[src/rtl/smb_pkg.sv]
package smb_pkg;
  typedef enum logic [2:0] {
    ST_IDLE,
    ST_ADDR,
    ST_ADDR_ACK,
    ST_WR,
    ST_WR_ACK,
    ST_RD,
    ST_RD_ACK,
    ST_IGNORE
  } smb_state_e;
endpackage

[src/rtl/smb_sync.sv]
module smb_sync #(
  parameter int W      = 2,
  parameter int STAGES = 2
) (
  input  logic         clk,
  input  logic         rst,
  input  logic [W-1:0] d,
  output logic [W-1:0] q
);
  logic [W-1:0] pipe [STAGES];

  always_ff @(posedge clk) begin
    if (rst) pipe[0] <= '1;
    else     pipe[0] <= d;
  end

  for (genvar k = 1; k < STAGES; k++) begin : g_stage
    always_ff @(posedge clk) begin
      if (rst) pipe[k] <= '1;
      else     pipe[k] <= pipe[k-1];
    end
  end

  assign q = pipe[STAGES-1];
endmodule

[src/rtl/smb_bus_events.sv]
module smb_bus_events (
  input  logic clk,
  input  logic rst,
  input  logic scl_s,
  input  logic sda_s,
  output logic scl_rise,
  output logic scl_fall,
  output logic start_ev,
  output logic stop_ev
);
  logic scl_p, sda_p;

  always_ff @(posedge clk) begin
    if (rst) begin
      scl_p <= 1'b1;
      sda_p <= 1'b1;
    end else begin
      scl_p <= scl_s;
      sda_p <= sda_s;
    end
  end

  assign scl_rise = scl_s & ~scl_p;
  assign scl_fall = ~scl_s & scl_p;
  assign start_ev = scl_s & scl_p & sda_p & ~sda_s;
  assign stop_ev  = scl_s & scl_p & ~sda_p & sda_s;
endmodule

[src/rtl/smb_xfer_ctrl.sv]
module smb_xfer_ctrl
  import smb_pkg::*;
#(
  parameter int AW = 4
) (
  input  logic          clk,
  input  logic          rst,
  input  logic          scl_lvl,
  input  logic          sda_bit,
  input  logic          scl_rise,
  input  logic          scl_fall,
  input  logic          start_ev,
  input  logic          stop_ev,
  input  logic [6:0]    dev_addr,
  input  logic [7:0]    rdata,
  output logic          pull,
  output logic [AW-1:0] ptr,
  output logic [7:0]    wdata,
  output logic          we
);
  localparam logic [3:0] BITS = 4'd8;

  smb_state_e state;
  logic [3:0] bitcnt;
  logic [7:0] shreg;
  logic       dir_rd;
  logic       first_wr;
  logic       mack;
  logic [7:0] byte_in;

  assign byte_in = {shreg[6:0], sda_bit};

  always_ff @(posedge clk) begin
    if (rst) begin
      state    <= ST_IDLE;
      bitcnt   <= '0;
      shreg    <= '0;
      dir_rd   <= 1'b0;
      first_wr <= 1'b0;
      mack     <= 1'b0;
      pull     <= 1'b0;
      ptr      <= '0;
      wdata    <= '0;
      we       <= 1'b0;
    end else begin
      we <= 1'b0;
      if (we) ptr <= ptr + 1'b1;
      if (start_ev) begin
        state  <= ST_ADDR;
        bitcnt <= '0;
        pull   <= 1'b0;
      end else if (stop_ev) begin
        state <= ST_IDLE;
        pull  <= 1'b0;
      end else begin
        unique case (state)
          ST_ADDR: begin
            if (scl_rise && bitcnt < BITS) begin
              shreg  <= byte_in;
              bitcnt <= bitcnt + 1'b1;
            end else if (scl_fall && bitcnt == BITS) begin
              if (shreg[7:1] == dev_addr) begin
                pull   <= 1'b1;
                dir_rd <= shreg[0];
                state  <= ST_ADDR_ACK;
              end else begin
                state <= ST_IGNORE;
              end
            end
          end
          ST_ADDR_ACK: begin
            if (scl_fall) begin
              if (dir_rd) begin
                shreg  <= rdata;
                pull   <= ~rdata[7];
                bitcnt <= 4'd1;
                state  <= ST_RD;
              end else begin
                pull     <= 1'b0;
                bitcnt   <= '0;
                first_wr <= 1'b1;
                state    <= ST_WR;
              end
            end
          end
          ST_WR: begin
            if (scl_rise && bitcnt < BITS) begin
              shreg  <= byte_in;
              bitcnt <= bitcnt + 1'b1;
              if (bitcnt == BITS - 1) begin
                if (first_wr) begin
                  ptr      <= byte_in[AW-1:0];
                  first_wr <= 1'b0;
                end else begin
                  we    <= 1'b1;
                  wdata <= byte_in;
                end
              end
            end else if (scl_fall && bitcnt == BITS) begin
              pull  <= 1'b1;
              state <= ST_WR_ACK;
            end
          end
          ST_WR_ACK: begin
            if (scl_fall) begin
              pull   <= 1'b0;
              bitcnt <= '0;
              state  <= ST_WR;
            end
          end
          ST_RD: begin
            if (scl_fall) begin
              if (bitcnt < BITS) begin
                pull   <= ~shreg[6];
                shreg  <= {shreg[6:0], 1'b0};
                bitcnt <= bitcnt + 1'b1;
              end else begin
                pull  <= 1'b0;
                ptr   <= ptr + 1'b1;
                state <= ST_RD_ACK;
              end
            end
          end
          ST_RD_ACK: begin
            if (scl_rise) begin
              mack <= ~sda_bit;
            end else if (scl_fall) begin
              if (mack) begin
                shreg  <= rdata;
                pull   <= ~rdata[7];
                bitcnt <= 4'd1;
                state  <= ST_RD;
              end else begin
                state <= ST_IGNORE;
              end
            end
          end
          default: ;
        endcase
      end
    end
  end

  a_r1_start_to_addr: assert property (@(posedge clk) disable iff (rst)
    start_ev |=> (state == ST_ADDR));
  a_r8_quiet_when_unselected: assert property (@(posedge clk) disable iff (rst)
    (state == ST_IGNORE || state == ST_IDLE) |-> !pull);
  a_r9_stop_releases: assert property (@(posedge clk) disable iff (rst)
    stop_ev |=> (!pull && state == ST_IDLE));
  a_r5_we_single: assert property (@(posedge clk) disable iff (rst)
    we |=> !we);
  a_r10_pull_moves_scl_low: assert property (@(posedge clk) disable iff (rst)
    !$stable(pull) |-> !scl_lvl);
  a_r4_no_we_outside_write: assert property (@(posedge clk) disable iff (rst)
    we |-> (state == ST_WR));
endmodule

[src/rtl/smb_regptr_slave.sv]
module smb_regptr_slave
  import smb_pkg::*;
#(
  parameter int         AW        = 4,
  parameter int         LOC_W     = 2,
  parameter int         SYNC_LEN  = 2,
  parameter logic [6:0] BASE_ADDR = 7'h2C
) (
  input  logic             clk,
  input  logic             rst,
  input  logic [LOC_W-1:0] loc_strap,
  input  logic             scl_in,
  input  logic             sda_in,
  output logic             sda_pull,
  output logic [AW-1:0]    reg_addr,
  output logic [7:0]       reg_wdata,
  output logic             reg_we,
  input  logic [7:0]       reg_rdata
);
  localparam int FIXED_W = 7 - LOC_W;

  logic [6:0] dev_addr;
  logic [1:0] lines_s;
  logic       scl_s, sda_s;
  logic       scl_rise, scl_fall, start_ev, stop_ev;

  always_ff @(posedge clk) begin
    if (rst) dev_addr <= {BASE_ADDR[6 -: FIXED_W], loc_strap};
  end

  smb_sync #(.W(2), .STAGES(SYNC_LEN)) u_sync (
    .clk (clk),
    .rst (rst),
    .d   ({scl_in, sda_in}),
    .q   (lines_s)
  );
  assign scl_s = lines_s[1];
  assign sda_s = lines_s[0];

  smb_bus_events u_events (
    .clk      (clk),
    .rst      (rst),
    .scl_s    (scl_s),
    .sda_s    (sda_s),
    .scl_rise (scl_rise),
    .scl_fall (scl_fall),
    .start_ev (start_ev),
    .stop_ev  (stop_ev)
  );

  smb_xfer_ctrl #(.AW(AW)) u_ctrl (
    .clk      (clk),
    .rst      (rst),
    .scl_lvl  (scl_s),
    .sda_bit  (sda_s),
    .scl_rise (scl_rise),
    .scl_fall (scl_fall),
    .start_ev (start_ev),
    .stop_ev  (stop_ev),
    .dev_addr (dev_addr),
    .rdata    (reg_rdata),
    .pull     (sda_pull),
    .ptr      (reg_addr),
    .wdata    (reg_wdata),
    .we       (reg_we)
  );

  a_r3_addr_frozen: assert property (@(posedge clk) disable iff (rst)
    !$past(rst) |-> $stable(dev_addr));
endmodule

[config.mk]
export PLATFORM = sky130hd
export DESIGN_NAME = smb_regptr_slave
export DESIGN_NICKNAME = d
export VERILOG_FILES = /design/src/rtl/smb_pkg.sv /design/src/rtl/smb_sync.sv /design/src/rtl/smb_bus_events.sv /design/src/rtl/smb_xfer_ctrl.sv /design/src/rtl/smb_regptr_slave.sv
export SDC_FILE = /design/constraint.sdc
export NUM_CORES = 1
export LEC_CHECK = 0
export ABC_AREA = 1
export CAP_MARGIN = 20
export CORE_ASPECT_RATIO = 1.25
export CORE_UTILIZATION = 53
export CTS_CLUSTER_DIAMETER = 40
export DETAILED_ROUTE_END_ITERATION = 16
export PLACE_DENSITY = 0.8
export SETUP_SLACK_MARGIN = 0.1
export SLEW_MARGIN = 15
export SYNTH_ARGS = -nofsm -noshare
export SYNTH_HDL_FRONTEND = slang
export SYNTH_SLANG_ARGS = --single-unit
[constraint.sdc]
create_clock -name clk -period 4.5 [get_ports clk]
set_clock_uncertainty 0.05 [all_clocks]
set_input_delay 0.9 -clock clk [delete_from_list [all_inputs] [get_ports clk]]
set_output_delay 0.9 -clock clk [all_outputs]
set_load 0.05 [all_outputs]
==> results.tsv, run 1 <==
metric	value	unit
vias in the first global route	2170	
Hold Crit Class	flip-flop to flip-flop	
DRC Markers	0	
Commonest cells post-synth	nand2_1, nor2_1, dfxtp_1	
design area	0.00269	sq mm
Synth Net Count	375	
Slew @ Worst Pin	0.676	ns
endpoints failing setup	0	
clock tree from TritonCTS	built	
Synth area leader	dfxtp_1	
Detailed Route WL	5810	um
WS Path Type	flip-flop to output pin	
CTS-repair resized insts	0	
flop2flop setup slack	2.23	ns
Worst Setup Start Kind	flip-flop	
# H-tree levels	2	
Rows	26	
Hold Buf Count CTS	0	
status	finished clean	
MaxCap Viol Count	0	
Critical-path top delay cell	clkdlybuf4s50_1	
largest net degree at the start of global routing	25	
diode count	0	
worst-path cell chain	clkdlybuf4s50_1	
Total Routing Usage GR	28.0	%
top_reg_cell synth	dfxtp_1	
Iter 0 DRT Violations	201	
Yosys warning total	0	
non-filler cells, final	440	
multi-input logic area	0.00131	sq mm
initial antenna violation count	0	
Chip Height	76.0	um
Post-Place Cells	432	
die area	0.00465	sq mm
Leak	0.00125	uW
setup_tns	0	ns
Final GP Congestion	0.949	
Synth top area share	32.8	%
WHS Path Cells	1	
crit path max fanout	6	
routed vias	2390	
WP depth	1	
Top delay family on crit path	buffers and inverters	
Num CTS Buffers	5	
post-CTS setup buffer count	0	
total grt overflow	0	
Area Overhead vs Synth	15.9	%
Seq cells post-synth	40	
VDD IR max	0.246	mV
Async S/R FF share, synth	0	%
# fillers	393	
endpoints failing hold	0	
Clock Pin Slew Worst Setup and Hold Paths	0.08	ns
crit path DAT	1.58	ns
Final Max Slew Viols	0	
TritonRoute pass-1 iters	5	
period utilization	56.2	%
Crit path buffers/inverters	1	
fmax	0.395	GHz
Slew HR	54.9	%
Nets	400	
port buffer count	27	
time the worst path needs with I/O delays and setup	2.53	ns
drt via density	5.43	
Skew-Pair Late Insertion Delay	0.30	ns
Reg area	821	sq um
core area	0.00413	sq mm
share of cells above drive strength 1	8.07	%
Die W	61.2	um
Post-synth EDFFs	2	
dpl cell area	0.00261	sq mm
Syn Area/Cell	6.49	sq um
Netlist cell types	33	
I/O pins	28	
Gate Count Post-Synth	358	
Power Density	469	mW/mm^2
sequential area share after synthesis	35.3	%
Critical Path End Type	output pin	
clk buf depth	2	
Synth area leaders	dfxtp_1, nand2_1, nor2_1	
hold_ws	0.364	ns
antenna viol nets, final	0	
Root Buffer	clkbuf_8	
most common cell in the netlist	nand2_1	
wire per inst	13.2	um
dpl hpwl	4420	um
WP data required	3.55	ns
Final Core Density	65.2	%
Crit path largest cell delay	0.84	ns
CTS sink count	40	
unrepaired setup endpoints after global routing	no	
Netlist Area Pre-Place	0.00232	sq mm
Initial Util	56.2	%
Worst R2R Path Depth	8	
first-pass GRT wire length	9820	um
logic make-up after synthesis:
family	count (synthesis)	synth area share, %
adders and majority gates	3	1.62
buffers and inverters	46	8.46
AOI/OAI and AO/OA	57	13.5
and+or+nand+nor	208	39.6
xor gates and xnor gates	4	1.51
DFF	40	35.3
per-stage QoR:
| stage | total power [uW] | setup slack (ns) |
|---|---|---|
| final | 1260 | 1.97 |
| after global routing | 1370 | 1.92 |
| after CTS | 1260 | 1.97 |
| after detailed placement | 1020 | 1.96 |
| after global placement | 1010 | 2.00 |
| after floorplan | 910 | 2.77 |
power breakdown:
part	internal [uW]	leakage [uW]	switching [uW]
Combinational	185	0.000885	374
Sequential	402	0.000329	60.9
Clock	107	0.0000378	135
worst paths after layout:
path | start | end
setup / recovery | u_ctrl.we | reg_we
hold / removal | u_sync.pipe[0][0] | u_sync.pipe[1][0]
setup reg to reg | u_ctrl.state[1] | u_ctrl.shreg[2]
hold reg to reg | u_sync.pipe[0][0] | u_sync.pipe[1][0]
metal layers:
layer	global-route usage, %	vias to the layer above	routed length [um]
met4	13.4	0	152
met2	43.9	71	2840
li1	-	1192	-
met5	0	-	0
met3	5.43	14	291
met1	35.8	1113	2530
layout make-up:
cell class,count,share of cell area (%)
repair buffers,27,10.0
well taps,56,2.60
multi-input cells,272,48.5
flip-flops and latches,40,30.5
clock inverters,3,0.697
inverters,37,5.16
clock buffers,5,2.56
flip-flops by register name (all words and copies together), names as in the netlist, 2 cells and up:
| name | cells |
|---|---|
| u_ctrl.shreg | 8 |
| u_ctrl.wdata | 8 |
| u_ctrl.bitcnt | 4 |
| u_ctrl.ptr | 4 |
| u_sync.pipe | 4 |
| u_ctrl.state | 3 |
| dev_addr | 2 |
cell usage in the layout, fill, tap and decap left out, types with 2 or more instances in the layout:
cell             synthesis  final
a211oi_1                 2      2
a21oi_1                 24     24
clkbuf_8                 0      5
clkdlybuf4s50_1          0     27
clkinv_1                 1      2
clkinvlp_4               0      2
dfxtp_1                 38     38
edfxtp_1                 2      2
ha_1                     3      3
inv_1                   31     31
inv_2                    5      5
nand2_1                101    101
nand2_2                  3      3
nand3_1                 16     16
nand3b_1                 8      8
nor2_1                  59     59
nor2_2                   4      4
nor2_4                   2      2
nor3_1                   4      4
nor3_4                   2      2
o211ai_1                 3      3
o21ai_0                 22     22
o21bai_1                 2      2
or2_2                    7      7
xnor2_1                  2      2
xor2_1                   2      2
(Power assumes the default switching activity.)
==> run 2, diff against run 1 <==
--- a/config.mk
+++ b/config.mk
@@ -8,7 +8,7 @@
 export ABC_AREA = 1
 export CAP_MARGIN = 20
 export CORE_ASPECT_RATIO = 1.25
-export CORE_UTILIZATION = 53
+export CORE_UTILIZATION = 50
 export CTS_CLUSTER_DIAMETER = 40
 export DETAILED_ROUTE_END_ITERATION = 16
 export PLACE_DENSITY = 0.8
==> constraint.sdc (replaced) <==
create_clock -name clk -period 2.1 [get_ports clk]
set_clock_uncertainty 0.05 [all_clocks]
set_input_delay 0.42 -clock clk [delete_from_list [all_inputs] [get_ports clk]]
set_output_delay 0.42 -clock clk [all_outputs]
set_load 0.05 [all_outputs]
==> run 2 against run 1 <==
Sequential power is 110% higher; sequential cell count is the same; worst setup slack got worse by 1.8 ns; non-clock buffer count rose by 10; register-to-register slack worse by 2.0 ns; die area is 5.8% higher; combinational power grew 140%; clock power rose to 2.6 times the previous value; critical path depth stayed put; via count up 1.3%; wire length shrank 0.38%; total power rose by 130%; largest cell class unchanged.
==> results.tsv, run 2 (same netlist as run 1, synthesis figures left out) <==
metric	value	unit	change
slack of the critical path	0.145	ns	-1.82 ns
# H-tree levels	2		unchanged
dpl hpwl	4410	um	-0.29%
Die W	63.0	um	+2.9%
Crit path buffers/inverters	1		unchanged
vias in the first global route	2233		+2.9%
RR Startpoint	u_ctrl.state[0]		
Power Density	1040	mW/mm^2	+120%
Hold EP	u_sync.pipe[1][1]		
Nets	410		+2.5%
commonest non-fill, non-tap cell in the layout	nand2_1		
endpoints failing hold	0		unchanged
Leak	0.00137	uW	+9.3%
Hold Buf Count CTS	0		unchanged
WP data required	1.63	ns	-1.92 ns
port buffer count	27		unchanged
VDD IR max	0.583	mV	+140%
time the worst path needs with I/O delays and setup	1.95	ns	
period utilization	93.1	%	
initial antenna violation count	0		unchanged
worst-path cell chain	clkdlybuf4s50_1		
DRC Markers	0		unchanged
clock tree from TritonCTS	built		
status	finished clean		
core area	0.00443	sq mm	+7.1%
unrepaired setup endpoints after global routing	no		
crit path DAT	1.48	ns	-0.10 ns
die area	0.00492	sq mm	+5.8%
share of cells above drive strength 1	11.4	%	+3.3 points
first-pass GRT wire length	9690	um	-1.3%
Total Routing Usage GR	25.1	%	-2.9 points
total grt overflow	0		unchanged
Hold Crit Class	flip-flop to flip-flop		
largest net degree at the start of global routing	25		unchanged
drt via density	5.36		-1.4%
Chip Height	78.2	um	+2.9%
Num CTS Buffers	5		unchanged
I/O pins	28		unchanged
Top delay family on crit path	buffers and inverters		
Area Overhead vs Synth	21.2	%	
Slew HR	65.8	%	+11 points
Critical Path End Type	output pin		
Clock Pin Slew Worst Setup and Hold Paths	0.08	ns	about the same
Worst Setup Start Kind	flip-flop		
hold path startpoint	u_sync.pipe[0][1]		
Critical-path top delay cell	clkdlybuf4s50_1		
routed vias	2422		+1.3%
Skew-Pair Late Insertion Delay	0.30	ns	about the same
Final Core Density	63.6	%	-1.6 points
Initial Util	52.5	%	-3.7 points
Largest regs	u_ctrl.shreg: 8 flops, u_ctrl.wdata: 8 flops		
flop2flop setup slack	0.24	ns	-1.99 ns
MaxCap Viol Count	0		unchanged
Iter 0 DRT Violations	151		-25%
crit path max fanout	4		-2
WHS Path Cells	1		unchanged
CTS sink count	40		unchanged
setup_tns	0	ns	unchanged
diode count	0		unchanged
Crit path largest cell delay	0.81	ns	-0.03 ns
Slew @ Worst Pin	0.512	ns	-0.164 ns
wire per inst	12.8	um	-3.0%
endpoints failing setup	0		unchanged
Root Buffer	clkbuf_8		
Final GP Congestion	1.05		+11%
WS Path Type	flip-flop to output pin		
Final Max Slew Viols	0		unchanged
Worst R2R Path Depth	7		-1
TritonRoute pass-1 iters	4		-1
clk buf depth	2		unchanged
Detailed Route WL	5790	um	-0.38%
Rows	27		+3.8%
fmax	0.512	GHz	
worst r2r dst	u_ctrl.state[0]		
Setup WS pre-CTS	0.120	ns	-1.84 ns
antenna viol nets, final	0		unchanged
commonest cells after routing, fill and taps aside	nand2_1, nor2_1, dfxtp_1		
total design power	2940	uW	+130%
run 2: per-layer routing:
| metal | global-route usage (%) | wire length, um | part of all wire [%] |
|---|---|---|---|
| met1 | 28.5 | 2410 | 42 |
| met3 | 4.07 | 319 | 5.5 |
| met2 | 43.3 | 2840 | 49 |
| met5 | 0 | 0 | 0 |
| met4 | 15.8 | 220 | 3.8 |
run 2: area by class of cell:
cell class,instances,area [sq um]
clock buffers,5,68.8
clock inverters,3,42.5
fillers,414,1610
inverters,37,139
multi-input cells,272,1310
flip-flops and latches,40,823
well taps,58,72.6
repair buffers,37,360
run 2: timing repair:
item                                    4_1_cts  5_1_grt
gates resized for setup                       2        5
buffers inserted                              0        1
pin swaps                                     0        1
endpoints found under the setup margin        2       12
run 2: metrics by stage:
stage | std cells | hold WS [ns] | cell area, sq um
floorplan | 358 | 0.339 | 2320
global placement | 443 | 0.341 | 2680
detailed placement | 443 | 0.344 | 2680
CTS | 451 | 0.364 | 2780
global route | 452 | 0.382 | 2810
finish | 452 | 0.362 | 2810
run 2: how the worst max path moves through the flow:
stage / start / endpoint / slack [ns] / cells past startpoint
2_1_floorplan: u_ctrl.ptr[0] / u_ctrl.ptr[1] / 0.44 / 5
3_3_place_gp: u_ctrl.state[1] / u_ctrl.shreg[1] / 0.24 / 8
3_5_place_dp: u_ctrl.state[2] / u_ctrl.shreg[4] / 0.12 / 9
4_1_cts: u_ctrl.state[2] / u_ctrl.shreg[4] / 0.10 / 9
5_1_grt: u_ctrl.ptr[1] / reg_addr[1] / 0.10 / 1
6_report: u_ctrl.ptr[1] / reg_addr[1] / 0.15 / 1
run 2: power breakdown:
group	leakage, uW	internal [uW]	switching (uW)
logic	0.000985	486	830
registers	0.000330	865	128
clock network	0.0000541	352	279
==> run 3, diff against run 2 <==
--- a/config.mk
+++ b/config.mk
@@ -6,12 +6,15 @@
 export NUM_CORES = 1
 export LEC_CHECK = 0
 export ABC_AREA = 1
+export ABC_CLOCK_PERIOD_IN_PS = 2100
 export CAP_MARGIN = 20
 export CORE_ASPECT_RATIO = 1.25
+export CORE_MARGIN = 4
 export CORE_UTILIZATION = 50
 export CTS_CLUSTER_DIAMETER = 40
 export DETAILED_ROUTE_END_ITERATION = 16
 export PLACE_DENSITY = 0.8
+export REMOVE_ABC_BUFFERS = 1
 export SETUP_SLACK_MARGIN = 0.1
 export SLEW_MARGIN = 15
 export SYNTH_ARGS = -nofsm -noshare
==> run 3 against run 2 <==
Clock power rose by 1%; global-route usage fell by 3.0 points; total power rose by 0.26%; critical path type unchanged; critical endpoint is now reg_addr[3].
==> results.tsv, run 3 (same netlist as run 1, synthesis figures left out) <==
metric	value	unit	change
status	finished clean		
Nets	410		unchanged
Largest regs	u_ctrl.shreg: 8 flops, u_ctrl.wdata: 8 flops		
clock tree from TritonCTS	built		
commonest non-fill, non-tap cell in the layout	nand2_1		
Cell Int Power	1710	uW	+0.45%
endpoints failing hold	0		unchanged
Power Density	1040	mW/mm^2	about the same
total design power	2950	uW	+0.26%
Final Max Slew Viols	0		unchanged
Detailed Route WL	5910	um	+2.1%
diode count	0		unchanged
Final Core Density	63.3	%	-0.29 points
WP data required	1.63	ns	about the same
Critical Path End Type	output pin		
CTS sink count	40		unchanged
Slew HR	65.8	%	+0.074 points
period utilization	92.6	%	-0.47 points
routed vias	2370		-2.1%
Seq pwr share	33.7	%	about the same
Top delay family on crit path	buffers and inverters		
Area Overhead vs Synth	21.6	%	
Root Buffer	clkbuf_8		
endpoints failing setup	0		unchanged
Rows	27		unchanged
crit path DAT	1.47	ns	about the same
Critical-path top delay cell	clkdlybuf4s50_1		
Logic pwr share	44.7	%	about the same
worst-path cell chain	clkdlybuf4s50_1		
share of cells above drive strength 1	11.4	%	unchanged
switching pwr	1240	uW	about the same
Total Routing Usage GR	22.1	%	-3.0 points
slack of the critical path	0.155	ns	+0.00997 ns
Crit path buffers/inverters	1		unchanged
DRC Markers	0		unchanged
Chip Height	84.2	um	+7.7%
Num CTS Buffers	5		unchanged
TritonRoute pass-1 iters	4		unchanged
time the worst path needs with I/O delays and setup	1.94	ns	-0.00997 ns
Slew @ Worst Pin	0.512	ns	-0.0000660 ns
port buffer count	27		unchanged
initial antenna violation count	0		unchanged
unrepaired setup endpoints after global routing	yes		
clk buf depth	2		unchanged
Hold Crit Class	flip-flop to flip-flop		
clock power share	21.6	%	+0.2 points
vias in the first global route	2267		+1.5%
Iter 0 DRT Violations	147		-2.6%
# H-tree levels	2		unchanged
Skew-Pair Late Insertion Delay	0.30	ns	about the same
switching share of total power	42.0	%	-0.11 points
WS Path Type	flip-flop to output pin		
Final GP Congestion	0.990		-6.2%
Setup WS pre-CTS	0.0435	ns	-0.0765 ns
MaxCap Viol Count	0		unchanged
Hold Buf Count CTS	0		unchanged
Die W	69.0	um	+9.5%
Leak	0.00137	uW	-0.21%
wire per inst	13.1	um	+2.1%
crit path max fanout	3		-1
dpl hpwl	4540	um	+2.9%
I/O pins	28		unchanged
antenna viol nets, final	0		unchanged
commonest cells after routing, fill and taps aside	nand2_1, nor2_1, dfxtp_1		
Clock Pin Slew Worst Setup and Hold Paths	0.08	ns	about the same
fmax	0.514	GHz	+0.51%
total grt overflow	0		unchanged
largest net degree at the start of global routing	20		-20%
setup_tns	0	ns	unchanged
Crit path largest cell delay	0.81	ns	about the same
core area	0.00446	sq mm	+0.76%
die area	0.00581	sq mm	+18%
Initial Util	52.1	%	-0.40 points
Worst Setup Start Kind	flip-flop		
drt via density	5.24		-2.1%
VDD IR max	0.529	mV	-9.2%
first-pass GRT wire length	9920	um	+2.4%
==> run 3: cell types whose count changed in the layout (fill, tap and decap cells not counted) <==
cell / change
nor3_4: +1
nand3_1: -1
nor3_2: -1
nand2_1: +1
nand2_2: -1
nand3_2: +1
==> run 3: metal layers <==
metal	GRT usage (%)	vias up	part of all wire, %
li1	-	1216	-
met3	3.75	17	5.9
met5	0	-	0
met4	11.2	0	3.1
met2	36.5	71	49
met1	26.8	1066	42
==> run 3: power groups by stage <==
stage | Clock, uW | Sequential (uW) | Combinational (uW)
finish | 637 | 992 | 1320
global route | 675 | 1000 | 1490
CTS | 643 | 984 | 1300
detailed placement | 0 | 1000 | 1300
global placement | 0 | 1000 | 1290
floorplan | 0 | 999 | 881
==> run 3: through the flow <==
step,hold slack (ns),instance area [sq um],std cells
floorplan,0.339,2260,349
global placement,0.342,2700,444
detailed placement,0.347,2700,444
CTS,0.365,2810,452
global route,0.383,2820,452
finish,0.365,2820,452
==> run 3: what timing repair did <==
action,4_1_cts,5_1_grt
cloned,0,0
buffers inserted,0,0
resized for setup,3,5
endpoints found under the setup margin,8,15
==> run 3: area by class of cell <==
class / instances / area, sq um
Tap cell: 58 / 72.6
Timing Repair Buffer: 37 / 360
Clock inverter: 3 / 42.5
Fill cell: 443 / 1640
Inverter: 37 / 139
Multi-Input combinational cell: 272 / 1320
Clock buffer: 5 / 68.8
Sequential cell: 40 / 823
==> run 3: path summary, 6_finish.rpt <==
kind / startpoint / to / slack, ns / cells past startpoint
worst min-delay path: u_sync.pipe[0][1] / u_sync.pipe[1][1] / 0.37 / 1
worst min register to register: u_sync.pipe[0][1] / u_sync.pipe[1][1] / 0.37 / 1
worst max register to register: u_sync.pipe[1][0] / u_ctrl.wdata[0] / 0.27 / 9
worst max-delay path: u_ctrl.ptr[3] / reg_addr[3] / 0.16 / 1
